--- src/rtl/irqarb_pkg.sv ---
package irqarb_pkg;

    localparam int ID_W = 8;

    typedef logic [ID_W-1:0] vec_id_t;

    typedef enum logic [1:0] {
        SEL_NONE = 2'd0,
        SEL_NMI  = 2'd1,
        SEL_MSK  = 2'd2
    } sel_kind_e;

    typedef struct packed {
        sel_kind_e kind;
        vec_id_t   id;
        logic      is_ext;
    } grant_t;

    // identifiers step down by two from the top of each group
    function automatic vec_id_t idx_to_id(vec_id_t top, int idx);
        return vec_id_t'(int'(top) - 2 * idx);
    endfunction

endpackage

--- src/rtl/irqarb_pick.sv ---
module irqarb_pick #(
    parameter int N  = 8,
    parameter int IW = (N > 1) ? $clog2(N) : 1
) (
    input  logic [N-1:0]  req,
    output logic          any,
    output logic [IW-1:0] idx
);
    // lowest index wins
    always_comb begin
        any = |req;
        idx = '0;
        for (int k = N - 1; k >= 0; k--) begin
            if (req[k]) idx = IW'(k);
        end
    end
endmodule

--- src/rtl/irqarb_elevate.sv ---
module irqarb_elevate
    import irqarb_pkg::*;
#(
    parameter int      N_SRC  = 8,
    parameter vec_id_t TOP_ID = 8'hF2,
    localparam int     IW     = (N_SRC > 1) ? $clog2(N_SRC) : 1
) (
    input  logic          clk,
    input  logic          rst,
    input  logic          we,
    input  vec_id_t       wdata,
    output vec_id_t       elev_q,
    output logic          hit,
    output logic [IW-1:0] hit_idx
);
    always_ff @(posedge clk) begin
        if (rst)     elev_q <= '0;
        else if (we) elev_q <= wdata;
    end

    always_comb begin
        hit     = 1'b0;
        hit_idx = '0;
        for (int k = 0; k < N_SRC; k++) begin
            if (elev_q == idx_to_id(TOP_ID, k)) begin
                hit     = 1'b1;
                hit_idx = IW'(k);
            end
        end
    end

    // a write is visible in the following cycle
    a_r3_write_lands: assert property (@(posedge clk) disable iff (rst)
        we |=> elev_q == $past(wdata));
endmodule

--- src/rtl/irqarb_mask_ctrl.sv ---
module irqarb_mask_ctrl (
    input  logic clk,
    input  logic rst,
    input  logic take,
    input  logic take_ext,
    input  logic ret,
    input  logic i_set,
    input  logic i_clr,
    input  logic x_clr,
    output logic i_mask,
    output logic x_mask,
    output logic busy
);
    logic sv_i, sv_x;

    always_ff @(posedge clk) begin
        if (rst) begin
            i_mask <= 1'b1;
            x_mask <= 1'b1;
            busy   <= 1'b0;
            sv_i   <= 1'b1;
            sv_x   <= 1'b1;
        end else if (take) begin
            busy   <= 1'b1;
            sv_i   <= i_mask;
            sv_x   <= x_mask;
            i_mask <= 1'b1;
            if (take_ext) x_mask <= 1'b1;
        end else if (busy && ret) begin
            busy   <= 1'b0;
            i_mask <= sv_i;
            x_mask <= sv_x;
        end else begin
            if (i_set)      i_mask <= 1'b1;
            else if (i_clr) i_mask <= 1'b0;
            if (x_clr)      x_mask <= 1'b0;
        end
    end

    // taking a grant masks and enters service
    a_r8_take_masks: assert property (@(posedge clk) disable iff (rst)
        take |=> i_mask && busy);
    // return leaves service and brings back the entry mask
    a_r9_ret_restores: assert property (@(posedge clk) disable iff (rst)
        busy && ret && !take |=> !busy && i_mask == $past(sv_i));
    // taking the external request sets X
    a_r12_ext_sets_x: assert property (@(posedge clk) disable iff (rst)
        take && take_ext |=> x_mask);
    // X only rises on a take or a return
    a_r6_x_rise_src: assert property (@(posedge clk) disable iff (rst)
        $rose(x_mask) |-> $past(take || (busy && ret)));
endmodule

--- src/rtl/irq_arbiter.sv ---
module irq_arbiter
    import irqarb_pkg::*;
#(
    parameter int      N_SRC  = 8,
    parameter int      N_NMI  = 3,
    parameter vec_id_t M_TOP  = 8'hF2,
    parameter vec_id_t NM_TOP = 8'hF8
) (
    input  logic             clk,
    input  logic             rst,
    input  logic [N_SRC-1:0] mreq,
    input  logic [N_NMI-1:0] nmi_req,
    input  logic             elev_we,
    input  logic [7:0]       elev_wdata,
    input  logic             i_set,
    input  logic             i_clr,
    input  logic             x_clr,
    input  logic             ack,
    input  logic             ret,
    output logic             irq_valid,
    output logic [7:0]       irq_id,
    output logic             i_mask,
    output logic             x_mask,
    output logic             in_service
);
    localparam int MIW = (N_SRC > 1) ? $clog2(N_SRC) : 1;
    localparam int NIW = (N_NMI > 1) ? $clog2(N_NMI) : 1;
    localparam int EXT = N_NMI - 1;

    logic [N_NMI-1:0] nmi_eff;
    logic             nmi_any, m_any, hit;
    logic [NIW-1:0]   nmi_idx;
    logic [MIW-1:0]   m_idx, hit_idx;
    vec_id_t          elev_q;
    grant_t           gnt;
    logic             take;

    always_comb begin
        nmi_eff      = nmi_req;
        nmi_eff[EXT] = nmi_req[EXT] & ~x_mask;
    end

    irqarb_pick #(.N(N_NMI), .IW(NIW)) u_nmi_pick (
        .req(nmi_eff), .any(nmi_any), .idx(nmi_idx));

    irqarb_pick #(.N(N_SRC), .IW(MIW)) u_msk_pick (
        .req(mreq), .any(m_any), .idx(m_idx));

    irqarb_elevate #(.N_SRC(N_SRC), .TOP_ID(M_TOP)) u_elev (
        .clk(clk), .rst(rst), .we(elev_we), .wdata(elev_wdata),
        .elev_q(elev_q), .hit(hit), .hit_idx(hit_idx));

    always_comb begin
        gnt = '{kind: SEL_NONE, id: '0, is_ext: 1'b0};
        if (nmi_any) begin
            gnt.kind   = SEL_NMI;
            gnt.id     = idx_to_id(NM_TOP, int'(nmi_idx));
            gnt.is_ext = (nmi_idx == NIW'(EXT));
        end else if (!i_mask && m_any) begin
            gnt.kind = SEL_MSK;
            gnt.id   = (hit && mreq[hit_idx]) ? elev_q
                                              : idx_to_id(M_TOP, int'(m_idx));
        end
    end

    assign irq_valid = !in_service && (gnt.kind != SEL_NONE);
    assign irq_id    = gnt.id;
    assign take      = ack && irq_valid;

    irqarb_mask_ctrl u_mask (
        .clk(clk), .rst(rst), .take(take), .take_ext(gnt.is_ext),
        .ret(ret), .i_set(i_set), .i_clr(i_clr), .x_clr(x_clr),
        .i_mask(i_mask), .x_mask(x_mask), .busy(in_service));

    // nothing is offered during service
    a_r8_no_grant_busy: assert property (@(posedge clk) disable iff (rst)
        in_service |-> !irq_valid);
    // the top nonmaskable request wins whatever I holds
    a_r5_top_nmi: assert property (@(posedge clk) disable iff (rst)
        !in_service && nmi_req[0] |-> irq_valid && irq_id == NM_TOP);
    // a maskable-only grant needs I clear
    a_r2_mask_gate: assert property (@(posedge clk) disable iff (rst)
        irq_valid && nmi_eff == '0 |-> !i_mask);
    // a pending elevated source takes the maskable grant
    a_r3_elev_wins: assert property (@(posedge clk) disable iff (rst)
        !in_service && !i_mask && nmi_eff == '0 && hit && mreq[hit_idx]
        |-> irq_valid && irq_id == elev_q);
    // external request alone is held off by X
    a_r6_x_gate: assert property (@(posedge clk) disable iff (rst)
        x_mask && nmi_req[EXT-1:0] == '0 && (i_mask || mreq == '0) |-> !irq_valid);
endmodule

--- config.mk ---
export PLATFORM = sky130hd
export DESIGN_NAME = irq_arbiter
export DESIGN_NICKNAME = d
export VERILOG_FILES = /design/src/rtl/irqarb_pkg.sv /design/src/rtl/irqarb_pick.sv /design/src/rtl/irqarb_elevate.sv /design/src/rtl/irqarb_mask_ctrl.sv /design/src/rtl/irq_arbiter.sv
export SDC_FILE = /design/constraint.sdc
export NUM_CORES = 1
export LEC_CHECK = 0
export BUFFER_PORTS_ARGS = -buffer_cell sky130_fd_sc_hd__buf_4
export CORE_MARGIN = 4
export CORE_UTILIZATION = 25
export DETAILED_ROUTE_END_ITERATION = 7
export PLACE_DENSITY_LB_ADDON = 0.08
export SYNTH_ARGS = -nofsm -noshare
export SYNTH_HDL_FRONTEND = slang
export SYNTH_SLANG_ARGS = --single-unit
--- constraint.sdc ---
create_clock -name clk -period 2.5 [get_ports clk]
set_clock_uncertainty 0.1 [all_clocks]
set_input_delay 0.625 -clock clk [delete_from_list [all_inputs] [get_ports clk]]
set_output_delay 0.625 -clock clk [all_outputs]
set_load 0.02 [all_outputs]
Word level (Yosys, flattened, before mapping) --
Cells that the tools add are included.
Operators by class: add/subtract/negate cells 2, reductions and logical operators 15, bitwise operators 2, muxes and demuxes 41, eq/ne operators 10, magnitude comparators 1
Operators by type and width (count):
- 8-bit equality test, second input constant | 8
- 3-bit 2-to-1 mux | 12
- 1-bit 2-to-1 mux | 20
- 10-bit 2-to-1 mux | 2
- 2-bit 2-to-1 mux | 5
- 8-bit 2-to-1 mux | 1
- 8-bit OR reduction | 1
- 8-bit by 3-bit subtractor with 8-bit output, first input constant | 1
- 8-bit by 4-bit subtractor with 8-bit output, first input constant | 1
- 3-bit nonzero test | 2
- 1-bit logical AND | 5
- 3-bit by 4-bit less-than comparator with 1-bit output, second input constant | 1
- 2-bit nonzero test | 2
- 1-bit binary-select mux with 3-bit select | 1
- 3-bit OR reduction | 1
- 2-bit equality test, second input constant | 1
- 1-bit logical NOT | 2
- 2-bit by 1-bit inequality test with 1-bit output, second input constant | 1
- 2-bit AND reduction | 1
- 2-bit OR reduction | 1
- 1-bit AND | 1
- 1-bit inverter | 1
Storage, ports and cells: input port bits 27, bits in registers 13, word-level logic and storage cells 77

Logic depth before layout (Yosys ltp) --
Gate-level depths: netlist (run 1).
depth in word-level cells 19, depth in mapped cells 8, gate-level depth less buffers 8

Hierarchy --
A second synthesis (run 1) with hierarchy kept.
Second synthesis, totals: cell total of the unflattened synthesis 127, area, all modules 1084.8 sq um
By module, submodules not included:
- irq_arbiter | instances 1, sequential area each 0.0 sq um, cells each 54, area each 425.4 sq um
- irqarb_elevate | instances 1, sequential area each 160.2 sq um, cells each 34, area each 356.6 sq um
- irqarb_mask_ctrl | instances 1, sequential area each 100.1 sq um, cells each 23, area each 201.4 sq um
- irqarb_pick (u_msk_pick) | instances 1, sequential area each 0.0 sq um, cells each 13, area each 81.3 sq um
- irqarb_pick (u_nmi_pick) | instances 1, sequential area each 0.0 sq um, cells each 3, area each 20.0 sq um

Worst setup path after synthesis (run 1) --
Ideal clock, no wire load.
path kind input to output, start input port mreq[3], end output port irq_id[4], data required time 1.775 ns, path buffers 0, setup slack -0.138 ns, arrival 1.913 ns, stages on the path 5, path through mux2_4 -> a32oi_1 -> o32a_2 -> o21ai_2 -> o31ai_1
On the way: cells in the longest elaborated chain, start to end 8
RTL lines:
- start: declaration | RTL line irq_arbiter.sv:11 | input logic [N_SRC-1:0] mreq,
- 3-bit 2-to-1 mux (4 in series) | RTL line irqarb_pick.sv:14 | if (req[k]) idx = IW'(k);
- 8-bit by 4-bit subtractor with 8-bit output | RTL line irqarb_pkg.sv:21 | return vec_id_t'(int'(top) - 2 * idx);
- 8-bit 2-to-1 mux | RTL line irq_arbiter.sv:61 | gnt.id = (hit && mreq[hit_idx]) ? elev_q
- 10-bit 2-to-1 mux (*) | RTL line irq_arbiter.sv:59 | end else if (!i_mask && m_any) begin
- 10-bit 2-to-1 mux (*) | RTL line irq_arbiter.sv:55 | if (nmi_any) begin
- end: declaration | RTL line irq_arbiter.sv:21 | output logic [7:0] irq_id,
Every way passes the cells marked *; elsewhere a longest branch is shown, timed or not. The select of a mux whose other input is x is not followed.

Worst setup path in the final report (run 1) --
start input port mreq[3], end output port irq_id[3]
Same word-level chain as after synthesis.

==> results of run 1 <==
report_power, final:
part / internal (W) / switching [W] / total (W)
clock network: 0.000112 / 0.0000712 / 0.000183
registers: 0.000220 / 0.0000165 / 0.000237
logic: 0.000134 / 0.000118 / 0.000252
per-stage QoR:
stage / setup TNS, ns / setup slack (ns) / util [%] / cell area (µm²)
3_3_place_gp: -0.810 / -0.284 / 38.6 / 1540
4_1_cts: -0.635 / -0.235 / 41.9 / 1680
2_1_floorplan: -0.00665 / -0.00665 / - / 1080
3_5_place_dp: -0.903 / -0.301 / 38.6 / 1540
6_report: -0.639 / -0.241 / 44.8 / 1790
5_1_grt: -0.947 / -0.366 / 44.8 / 1790
worst paths after layout:
kind / from / endpoint / slack (ns) / depth (start not counted)
min: u_mask.sv_i / u_mask.i_mask / 0.41 / 2
min reg2reg: u_mask.sv_i / u_mask.i_mask / 0.41 / 2
max reg2reg: u_mask.x_mask / u_mask.sv_i / 0.95 / 6
max: mreq[3] / irq_id[3] / -0.24 / 9
cell type report:
cell class                      instances  area share, %
Multi-Input combinational cell        101           48.7
Timing Repair Buffer                   61           28.7
Sequential cell                        13           14.9
Tap cell                               50           3.49
Clock buffer                            4           2.51
Inverter                                8           1.67
worst max-delay path: stages:
cell      delay [ns]
buf_8           0.11
nor4_4          0.29
nand2b_1        0.10
ha_1            0.31
nand2_1         0.08
o21ai_2         0.06
a221oi_2        0.22
o21ai_2         0.10
buf_6           0.13
timing repair:
action	4_1_cts	5_1_grt
resized for setup	18	21
setup buffers	2	4
pin swaps	12	6
endpoints found under the setup margin	4	8
layer usage:
layer	vias up	part of all wire (%)
li1	585	-
met1	509	46
met2	27	49
met3	2	5.2
met4	0	0.38
met5	-	0
synthesized netlist by cell type (2+ instances only):
library cell and number:
a21oi_1 9, and3_1 2, and4b_1 2, buf_4 2, clkbuf_1 2, dfxtp_1 13
ha_1 3, inv_1 8, mux2_2 2, mux2i_1 9, nand2_1 11, nand2b_1 4
nand3_1 3, nor2_1 17, nor2b_1 2, nor3_1 5, o21ai_0 2, o21ai_1 3
o31ai_1 4
registers in the layout, summed over array words and instances, names as in the netlist:
name,count
u_mask.busy,1
u_mask.i_mask,1
u_elev.elev_q,8
u_mask.sv_i,1
u_mask.x_mask,1
u_mask.sv_x,1
cells by family after synthesis:
kind of cell               after synthesis  share of synthesized area (%)
AOI/OAI and AO/OA                       31                           24.3
adders and majority gates                3                           3.61
buffers and inverters                   13                           6.14
DFF                                     13                           25.1
muxes                                   12                           12.3
other                                    1                          0.361
and+or+nand+nor                         54                           28.2
==> out/metrics.sh, run 1 <==
DIE_WIDTH_UM=72.5
ASYNC_FLOP_SHARE_PCT=0
WORST_PATH_REQUIRED_NS=1.77
WIRE_PER_INST_UM=13.2
VIAS=1123
CLK_PATH_BUF_DEPTH=2
DRT_ITER0_MARKERS=40
INITIAL_CORE_UTIL_PCT=26.0
DIE_HEIGHT_UM=72.5
STATUS='finished, violations left'
PLACEMENTROWS=23
GRT.BUSIEST_LAYER='met2'
FIN_CRIT_NS=2.74
CTS-HTREE-LEVELS=1
CLOCK_INSERTION_DELAY_WORST_SKEW_NS=0.24
TRITONCTS_CLOCK_TREE='built'
DRIVE_GT1_SHARE_PCT=52.4
DIE_AREA_UM2=5250
VIA_COUNT_OF_THE_FIRST_GLOBAL_ROUTING_PASS=1135
MIN-DELAY-PATH-CLASS='reg -> reg'
REPORT.FINAL.SETUP_VIOL=4
FAILING_CHECKS='negative setup slack'
HOLD_WS_NS=0.408
DRV_CAP=0
POWER.DENSITY_CELL_AREA_nW_PER_UM2=375
IRDROPWORSTVDD_mV=0.330
LAYOUT.CELLS.MOST_COMMON='buf_4'
POST_LAYOUT_NONFILLER_INSTANCES=237
WIRELENGTH_MM=3.14
CLK_PIN_SLEW_WORST_PATHS_NS=0.06
NUMBER_OF_FAILING_HOLD_ENDPOINTS_AT_THE_FINAL_STAGE=0
DRTANTENNAVIOLNETS=0
DETAILEDPLACEMENTHPWL_MM=2.49
GRT_UTIL_ALL_LAYERS_PCT=12.2
GRT_FIRST_PASS_WIRELENGTH_MM=5.20
GRT_SETUP_UNREPAIRED='yes'
GRT.OVERFLOW.TOTAL=0
SYNTH_LARGEST_AREA_CELL='dfxtp_1'
POSTSYNTHNETCOUNT=157
SYNTH_TOP_AREA_SHARE_PCT=25.1
NUMBER_OF_UNIQUE_STANDARD_CELL_TYPES_USED_BY_SYNTHESIS=43
MULTI_INPUT_AREA_UM2=873
YOSYSSEQAREASHARE_PCT=25.1
POSTSYNTHAREAPERCELL_UM2=8.18
GRT_START_MAX_NET_PINS=16
GRTUSAGEMET1_PCT=16.2
REGAREA_UM2=268
SYNTH_ENABLE_FLOP_CELLS=0
SYNTH-SEQ-CELLS=13
IO_BUFFER_COUNT=37
TYPE_OF_ORIGIN_OF_THE_CRITICAL_PATH='input pin'
SYNTH.TOP_CELLS.BY_AREA='dfxtp_1, mux2i_1, nor2_1'
GRT_USE_MET3_PCT=1.80
FMAXACHIEVABLE_MHz=365
CTS-ROOT-BUF='clkbuf_8'
PATH_CLASS='in -> out'
AREA_GROWTH_PCT=72.7
DRT_DRC_VIOLATIONS_LEFT=0
NFILLCELLS=407
GRTUSAGEMET2_PCT=20.8
CP-END-KIND='primary output'
POSTLAYOUTSETUPSLACKWORST_NS=-0.241
SYNTHESIS_WARNINGS=0
SYNTH.CELL_AREA_UM2=1040
LEAKAGE_nW=0.763
REPORT.FINAL.SLEW_VIOL_COUNT=0
FINALPOWER_W=0.000673
DP_CELLS=230
POSTSYNTHCELLCOUNT=127
CTS.HOLD.BUFFERS_ADDED=0
CP_MAX_FANOUT=4
CRIT_ARRIVAL_NS=2.02
FIN_NETS=218
DETAIL_ROUTE.FIRST_PASS.ITERATIONS=4
YS.FLOP_TYPE='dfxtp_1'
FINAL_MIN_PERIOD_OVER_CLOCK_PERIOD_PCT=110
N_ANTENNA_CELL=0
COREAREA_UM2=4000
TRITONCTS.NUM_BUFFERS=3
GLOBALPLACE.CONGESTION=0.739
CLOCK_SINK_COUNT=13
IO_PINS=39
TOP_LIBRARY_CELLS_BY_USAGE_IN_THE_LAYOUT_FILL_AND_TAPS_ASIDE='buf_4, nor2_1, buf_6'
INITIAL_ANTENNA_VIOLATION_COUNT=0
AVGVIACOUNTPERCELL=4.74
No activity file was read; power rests on OpenSTA's default activity.
==> run 2, diff against run 1 <==
--- a/config.mk
+++ b/config.mk
@@ -6,8 +6,10 @@
 export NUM_CORES = 1
 export LEC_CHECK = 0
 export BUFFER_PORTS_ARGS = -buffer_cell sky130_fd_sc_hd__buf_4
+export CELL_PAD_IN_SITES_DETAIL_PLACEMENT = 2
+export CELL_PAD_IN_SITES_GLOBAL_PLACEMENT = 2
 export CORE_MARGIN = 4
-export CORE_UTILIZATION = 25
+export CORE_UTILIZATION = 24
 export DETAILED_ROUTE_END_ITERATION = 7
 export PLACE_DENSITY_LB_ADDON = 0.08
 export SYNTH_ARGS = -nofsm -noshare
==> run 2 against run 1 <==
  * Sequential share of layout area increased by 0.43 points
  * The flow still finishes with violations (negative setup slack)
  * Sequential power about the same
  * Count of clock-buffer cells in the layout unchanged
  * Critical endpoint unchanged
  * Worst setup slack improved by 0.030 ns
  * Combinational power decreased by 4%
  * Via count increased by 3.6%
  * Highest routed layer unchanged
  * Critical path depth unchanged
  * Core utilization decreased by 2.4 points
  * Worst hold slack improved by 0.0084 ns
  * Register-to-register slack got worse by 0.02 ns
==> out/metrics.sh, run 2 (synthesis results as in run 1) <==
STATUS='finished, violations left'  # unchanged
CLK_PATH_BUF_DEPTH=2  # unchanged
STDCELL_AREA_UM2=1730  # was 1790 µm²
DRV_CAP=0  # unchanged
GRT_START_MAX_NET_PINS=16  # unchanged
DIE_AREA_UM2=5440  # was 5250 µm²
NUMBER_OF_FAILING_HOLD_ENDPOINTS_AT_THE_FINAL_STAGE=0  # unchanged
AVGVIACOUNTPERCELL=4.95  # was 4.74
FIN_NETS=216  # was 218
CLK_PIN_SLEW_WORST_PATHS_NS=0.06  # about the same
TOP_LIBRARY_CELLS_BY_USAGE_IN_THE_LAYOUT_FILL_AND_TAPS_ASIDE='buf_4, nor2_1, nand2_1'  # was buf_4, nor2_1, buf_6
CTS-HTREE-LEVELS=1  # unchanged
FINAL_MIN_PERIOD_OVER_CLOCK_PERIOD_PCT=108  # was 110%
POWER_SWITCHING_SHARE_PCT=31.7  # was 30.6%
INTERNAL_POWER_W=0.000459  # was 0.000467 W
REPORT.FINAL.SLEW_VIOL_COUNT=0  # unchanged
DIE_WIDTH_UM=73.8  # was 72.5 µm
TRITONCTS.NUM_BUFFERS=3  # unchanged
COMBPWRFRAC_PCT=36.2  # was 37.5%
MIN-DELAY-PATH-CLASS='reg -> reg'  # unchanged
VIAS=1163  # was 1123
CLOCK_SINK_COUNT=13  # unchanged
DETAIL_ROUTE.FIRST_PASS.ITERATIONS=3  # was 4
IO_PINS=39  # unchanged
TYPE_OF_ORIGIN_OF_THE_CRITICAL_PATH='input pin'  # unchanged
DETAILEDPLACEMENTHPWL_MM=3.03  # was 2.49 mm
CLOCK_INSERTION_DELAY_WORST_SKEW_NS=0.25  # was 0.24 ns
CTS-ROOT-BUF='clkbuf_8'  # unchanged
CRIT_ARRIVAL_NS=1.99  # was 2.02 ns
PLACEMENTROWS=23  # unchanged
CP_MAX_FANOUT=3  # was 4
WORST_PATH_REQUIRED_NS=1.77  # about the same
FINAL_UTIL_PCT=42.4  # was 44.8%
N_ANTENNA_CELL=0  # unchanged
DRT_ITER0_MARKERS=42  # was 40
TRITONCTS_CLOCK_TREE='built'  # unchanged
POWER.NET_SWITCHING_W=0.000213  # was 0.000206 W
DIE_HEIGHT_UM=73.8  # was 72.5 µm
IO_BUFFER_COUNT=37  # unchanged
NFILLCELLS=458  # was 407
LEAKAGE_nW=0.745  # was 0.763 nW
LARGEST_REGISTER_FF_COUNT=8  # unchanged
POWER.DENSITY_CELL_AREA_nW_PER_UM2=387  # was 375 nW/µm²
DRTANTENNAVIOLNETS=0  # unchanged
FIN_CRIT_NS=2.71  # was 2.74 ns
CTS.HOLD.BUFFERS_ADDED=0  # unchanged
FMAXACHIEVABLE_MHz=369  # was 365 MHz
GLOBALPLACE.CONGESTION=0.770  # was 0.739
VIA_COUNT_OF_THE_FIRST_GLOBAL_ROUTING_PASS=1262  # was 1135
WIRELENGTH_MM=3.76  # was 3.14 mm
POSTLAYOUTSETUPSLACKWORST_NS=-0.211  # was -0.241 ns
CLKPWRFRAC_PCT=28.6  # was 27.3%
AREA_GROWTH_PCT=67.0  # was 72.7%
GRT_SETUP_UNREPAIRED='yes'  # unchanged
DETAILED_PLACE.AREA_UM2=1540  # about the same
WIRE_PER_INST_UM=16.0  # was 13.2 µm
LARGEST_REGISTER='u_elev.elev_q'  # unchanged
LAYOUT.CELLS.MOST_COMMON='buf_4'  # unchanged
COREAREA_UM2=4090  # was 4000 µm²
FAILING_CHECKS='negative setup slack'  # unchanged
CP-END-KIND='primary output'  # unchanged
INITIAL_ANTENNA_VIOLATION_COUNT=0  # unchanged
GRT_UTIL_ALL_LAYERS_PCT=14.7  # was 12.2%
GRT.OVERFLOW.TOTAL=0  # unchanged
PATH_CLASS='in -> out'  # unchanged
REPORT.FINAL.SETUP_VIOL=4  # unchanged
INITIAL_CORE_UTIL_PCT=25.4  # was 26.0%
DRT_DRC_VIOLATIONS_LEFT=0  # unchanged
IRDROPWORSTVDD_mV=0.284  # was 0.330 mV
DRIVE_GT1_SHARE_PCT=49.7  # was 52.4%
GRT_FIRST_PASS_WIRELENGTH_MM=6.15  # was 5.20 mm
POWER_FRAC_SEQ_PCT=35.2  # about the same
## run 2: worst max-delay path: stages
cell	delay, ns
buf_8	0.10
nor4_4	0.28
nand2b_1	0.18
ha_4	0.21
nand2_1	0.05
o21ai_1	0.08
a221oi_2	0.24
o21ai_2	0.08
buf_6	0.13
## run 2: final cells by class
type	count	area [µm²]	area share [%]
clock buffers	4	45.0	2.60
multi-input cells	101	842	48.6
repair buffers	59	488	28.1
flip-flops and latches	13	267	15.4
well taps	50	62.6	3.61
inverters	8	30.0	1.73
## run 2: path summary, 6_finish.rpt
kind	startpoint	end	slack, ns	cells after the start
worst max-delay path	mreq[4]	irq_id[3]	-0.21	9
worst min-delay path	u_mask.sv_i	u_mask.i_mask	0.42	2
worst max register to register	u_mask.x_mask	u_mask.sv_x	0.93	6
worst min register to register	u_mask.sv_i	u_mask.i_mask	0.42	2
## run 2: power by group through the flow
stage,logic (W),clock network [W],registers [W]
after global routing,0.000264,0.000210,0.000240
after detailed placement,0.000220,0,0.000240
after CTS,0.000237,0.000202,0.000237
after floorplan,0.000111,0,0.000238
final,0.000243,0.000192,0.000237
after global placement,0.000213,0,0.000239
## run 2: layer usage
metal	wire length (µm)	vias up	GRT usage, %
li1	-	579	-
met4	68	0	6.64
met2	1910	30	25.7
met1	1620	549	17.9
met3	161	5	1.50
met5	0	-	0
## run 2: repair_timing
| item | in CTS | in global routing |
|---|---|---|
| setup endpoints to repair | 6 | 8 |
| pin swaps | 13 | 8 |
| resized for setup | 18 | 10 |
| setup buffers | 2 | 2 |
## run 2: stage by stage
step	total power [W]	instances	worst slack (ns)	TNS, ns	hold slack, ns
finish	0.000672	235	-0.211	-0.571	0.416
global route	0.000713	235	-0.296	-0.910	0.455
CTS	0.000675	234	-0.281	-0.635	0.420
detailed placement	0.000460	229	-0.381	-0.991	0.409
global placement	0.000452	229	-0.276	-0.806	0.379
floorplan	0.000349	127	-0.00665	-0.00665	0.367
==> run 3, diff against run 2 <==
--- a/config.mk
+++ b/config.mk
@@ -12,6 +12,7 @@
 export CORE_UTILIZATION = 24
 export DETAILED_ROUTE_END_ITERATION = 7
 export PLACE_DENSITY_LB_ADDON = 0.08
+export REMOVE_ABC_BUFFERS = 1
 export SYNTH_ARGS = -nofsm -noshare
 export SYNTH_HDL_FRONTEND = slang
 export SYNTH_SLANG_ARGS = --single-unit
==> run 3 against run 2 <==
  * The run still ends with negative setup slack left
  * Design area grew 3.5%
  * Count of clock-buffer cells in the layout is 1 lower
  * Via count is 3.5% higher
==> out/metrics.sh, run 3 (synthesis results as in run 1) <==
CRIT_ARRIVAL_NS=2.06  # was 1.99 ns
INITIAL_ANTENNA_VIOLATION_COUNT=0  # unchanged
CTS.HOLD.BUFFERS_ADDED=0  # unchanged
IO_BUFFER_COUNT=37  # unchanged
CLK_PATH_BUF_DEPTH=2  # unchanged
DRIVE_GT1_SHARE_PCT=52.4  # was 49.7%
TYPE_OF_ORIGIN_OF_THE_CRITICAL_PATH='input pin'  # unchanged
GLOBALPLACE.CONGESTION=0.794  # was 0.770
WIRELENGTH_MM=4.11  # was 3.76 mm
CLK_PIN_SLEW_WORST_PATHS_NS=0.06  # about the same
AVGVIACOUNTPERCELL=5.04  # was 4.95
IO_PINS=39  # unchanged
VIA_COUNT_OF_THE_FIRST_GLOBAL_ROUTING_PASS=1297  # was 1262
REPORT.FINAL.SLEW_VIOL_COUNT=0  # unchanged
FINALSETUPTNS_NS=-1.23  # was -0.571 ns
CP_MAX_FANOUT=3  # unchanged
FINAL_MIN_PERIOD_OVER_CLOCK_PERIOD_PCT=111  # was 108%
N_ANTENNA_CELL=0  # unchanged
DRT_ITER0_MARKERS=28  # was 42
DETAIL_ROUTE.FIRST_PASS.ITERATIONS=2  # was 3
CTS-HTREE-LEVELS=1  # unchanged
CTS-ROOT-BUF='clkbuf_8'  # unchanged
LARGEST_REGISTER_FF_COUNT=8  # unchanged
PLACEMENTROWS=23  # unchanged
POWER.DENSITY_CELL_AREA_nW_PER_UM2=384  # was 387 nW/µm²
LAYOUT.CELLS.MOST_COMMON='buf_4'  # unchanged
CLOCK_INSERTION_DELAY_WORST_SKEW_NS=0.25  # about the same
TRITONCTS.NUM_BUFFERS=3  # unchanged
CP_NUM_BUF_INV=4  # was 2
WORSTPATHCELLLIST='buf_8, buf_6, buf_4, nor2_2, o31ai_4, ha_4, nand2_1, o21ai_1, a221oi_2, o21ai_1, buf_4'  # was buf_8, nor4_4, nand2b_1, ha_4, nand2_1, o21ai_1, a221oi_2, o21ai_2, buf_6
INITIAL_CORE_UTIL_PCT=25.4  # unchanged
TIMING.CRITICAL_PATH.MAX_DELAY_FAMILY='compound AO/OA/AOI/OAI gates'  # was simple AND/OR/NAND/NOR gates
GRT_SETUP_UNREPAIRED='yes'  # unchanged
NUMBER_OF_FAILING_HOLD_ENDPOINTS_AT_THE_FINAL_STAGE=0  # unchanged
AREA_GROWTH_PCT=72.9  # was 67.0%
FMAXACHIEVABLE_MHz=359  # was 369 MHz
DRTANTENNAVIOLNETS=0  # unchanged
COREAREA_UM2=4090  # unchanged
REG2REG_SETUP_SLACK_NS=0.95  # was 0.93 ns
WIRE_PER_INST_UM=17.2  # was 16.0 µm
GRT.OVERFLOW.TOTAL=0  # unchanged
GRT_FIRST_PASS_WIRELENGTH_MM=6.40  # was 6.15 mm
POSTLAYOUTSETUPSLACKWORST_NS=-0.283  # was -0.211 ns
FIN_NETS=220  # was 216
TRITONCTS_CLOCK_TREE='built'  # unchanged
DIE_WIDTH_UM=73.8  # unchanged
CRITPATHMAXSTAGEDELAY_NS=0.25  # was 0.28 ns
PATH_CLASS='in -> out'  # unchanged
DRT_DRC_VIOLATIONS_LEFT=0  # unchanged
WORST_PATH_REQUIRED_NS=1.77  # about the same
LARGEST_REGISTER='u_elev.elev_q'  # unchanged
FINALPOWER_W=0.000689  # was 0.000672 W
FAILING_CHECKS='negative setup slack'  # unchanged
DRV_CAP=0  # unchanged
GRT_UTIL_ALL_LAYERS_PCT=15.2  # was 14.7%
GRT_START_MAX_NET_PINS=16  # unchanged
MIN-DELAY-PATH-CLASS='reg -> reg'  # unchanged
VIAS=1204  # was 1163
CP-END-KIND='primary output'  # unchanged
FIN_CRIT_NS=2.78  # was 2.71 ns
CELL_AT_THE_SLOWEST_STAGE_OF_THE_CRITICAL_PATH='ha_4'  # was nor4_4
LEAKAGE_nW=0.769  # was 0.745 nW
TOP_LIBRARY_CELLS_BY_USAGE_IN_THE_LAYOUT_FILL_AND_TAPS_ASIDE='buf_4, nor2_1, dfxtp_1'  # was buf_4, nor2_1, nand2_1
CLOCK_SINK_COUNT=13  # unchanged
IRDROPWORSTVDD_mV=0.287  # was 0.284 mV
REPORT.FINAL.SETUP_VIOL=8  # was 4
DIE_HEIGHT_UM=73.8  # unchanged
DETAILEDPLACEMENTHPWL_MM=3.19  # was 3.03 mm
DIE_AREA_UM2=5440  # unchanged
STATUS='finished, violations left'  # unchanged
## run 3: worst register-to-register path, delay by kind of cell, from the launching register on
family	cells	cell delay (ns)
flops	1	0.37
compound gates	3	0.50
buf+inv	2	0.27
simple gates	1	0.19
## run 3: area by class of cell
cell class | count | area [µm²]
multi-input combinational | 101 | 868
tap | 50 | 62.6
fill | 466 | 2290
clock buffer | 3 | 41.3
sequential | 13 | 262
inverter | 8 | 30.0
timing repair buffer | 63 | 527
clock inverter | 1 | 5.00
## run 3: worst paths after layout
kind,start,end,cells after the start
max reg2reg,u_mask.i_mask,u_mask.sv_x,6
min reg2reg,u_mask.sv_x,u_mask.sv_x,2
max,mreq[1],irq_id[3],11
min,u_mask.sv_x,u_mask.sv_x,2
## run 3: layer usage
metal	vias up	part of all wire, %	GRT usage [%]
met5	-	0	0
met4	0	0.97	4.83
met3	4	4.3	1.50
met2	28	52	28.1
met1	587	42	18.1
li1	585	-	-
## run 3: report_power, final
| group | switching (W) | total [W] | leakage (nW) | internal [W] |
|---|---|---|---|---|
| Combinational | 0.000128 | 0.000263 | 0.636 | 0.000135 |
| Sequential | 0.0000155 | 0.000236 | 0.108 | 0.000220 |
| Clock | 0.0000802 | 0.000190 | 0.0255 | 0.000110 |
## run 3: repair_timing
action,in CTS,in global routing
pin swaps,8,12
hold endpoints to repair,0,0
gates cloned,0,0
endpoints found under the setup margin,8,8
resized for setup,23,19
setup buffers,1,3
## run 3: through the flow
| step | setup WS [ns] | area (µm²) | cells | util [%] | hold slack, ns |
|---|---|---|---|---|---|
| floorplan | -0.138 | 1000 | 122 | - | 0.367 |
| CTS | -0.259 | 1700 | 237 | 41.5 | 0.420 |
| global placement | -0.305 | 1530 | 233 | 37.3 | 0.383 |
| detailed placement | -0.389 | 1530 | 233 | 37.3 | 0.412 |
| global route | -0.361 | 1800 | 239 | 43.9 | 0.442 |
| finish | -0.283 | 1800 | 239 | 43.9 | 0.414 |
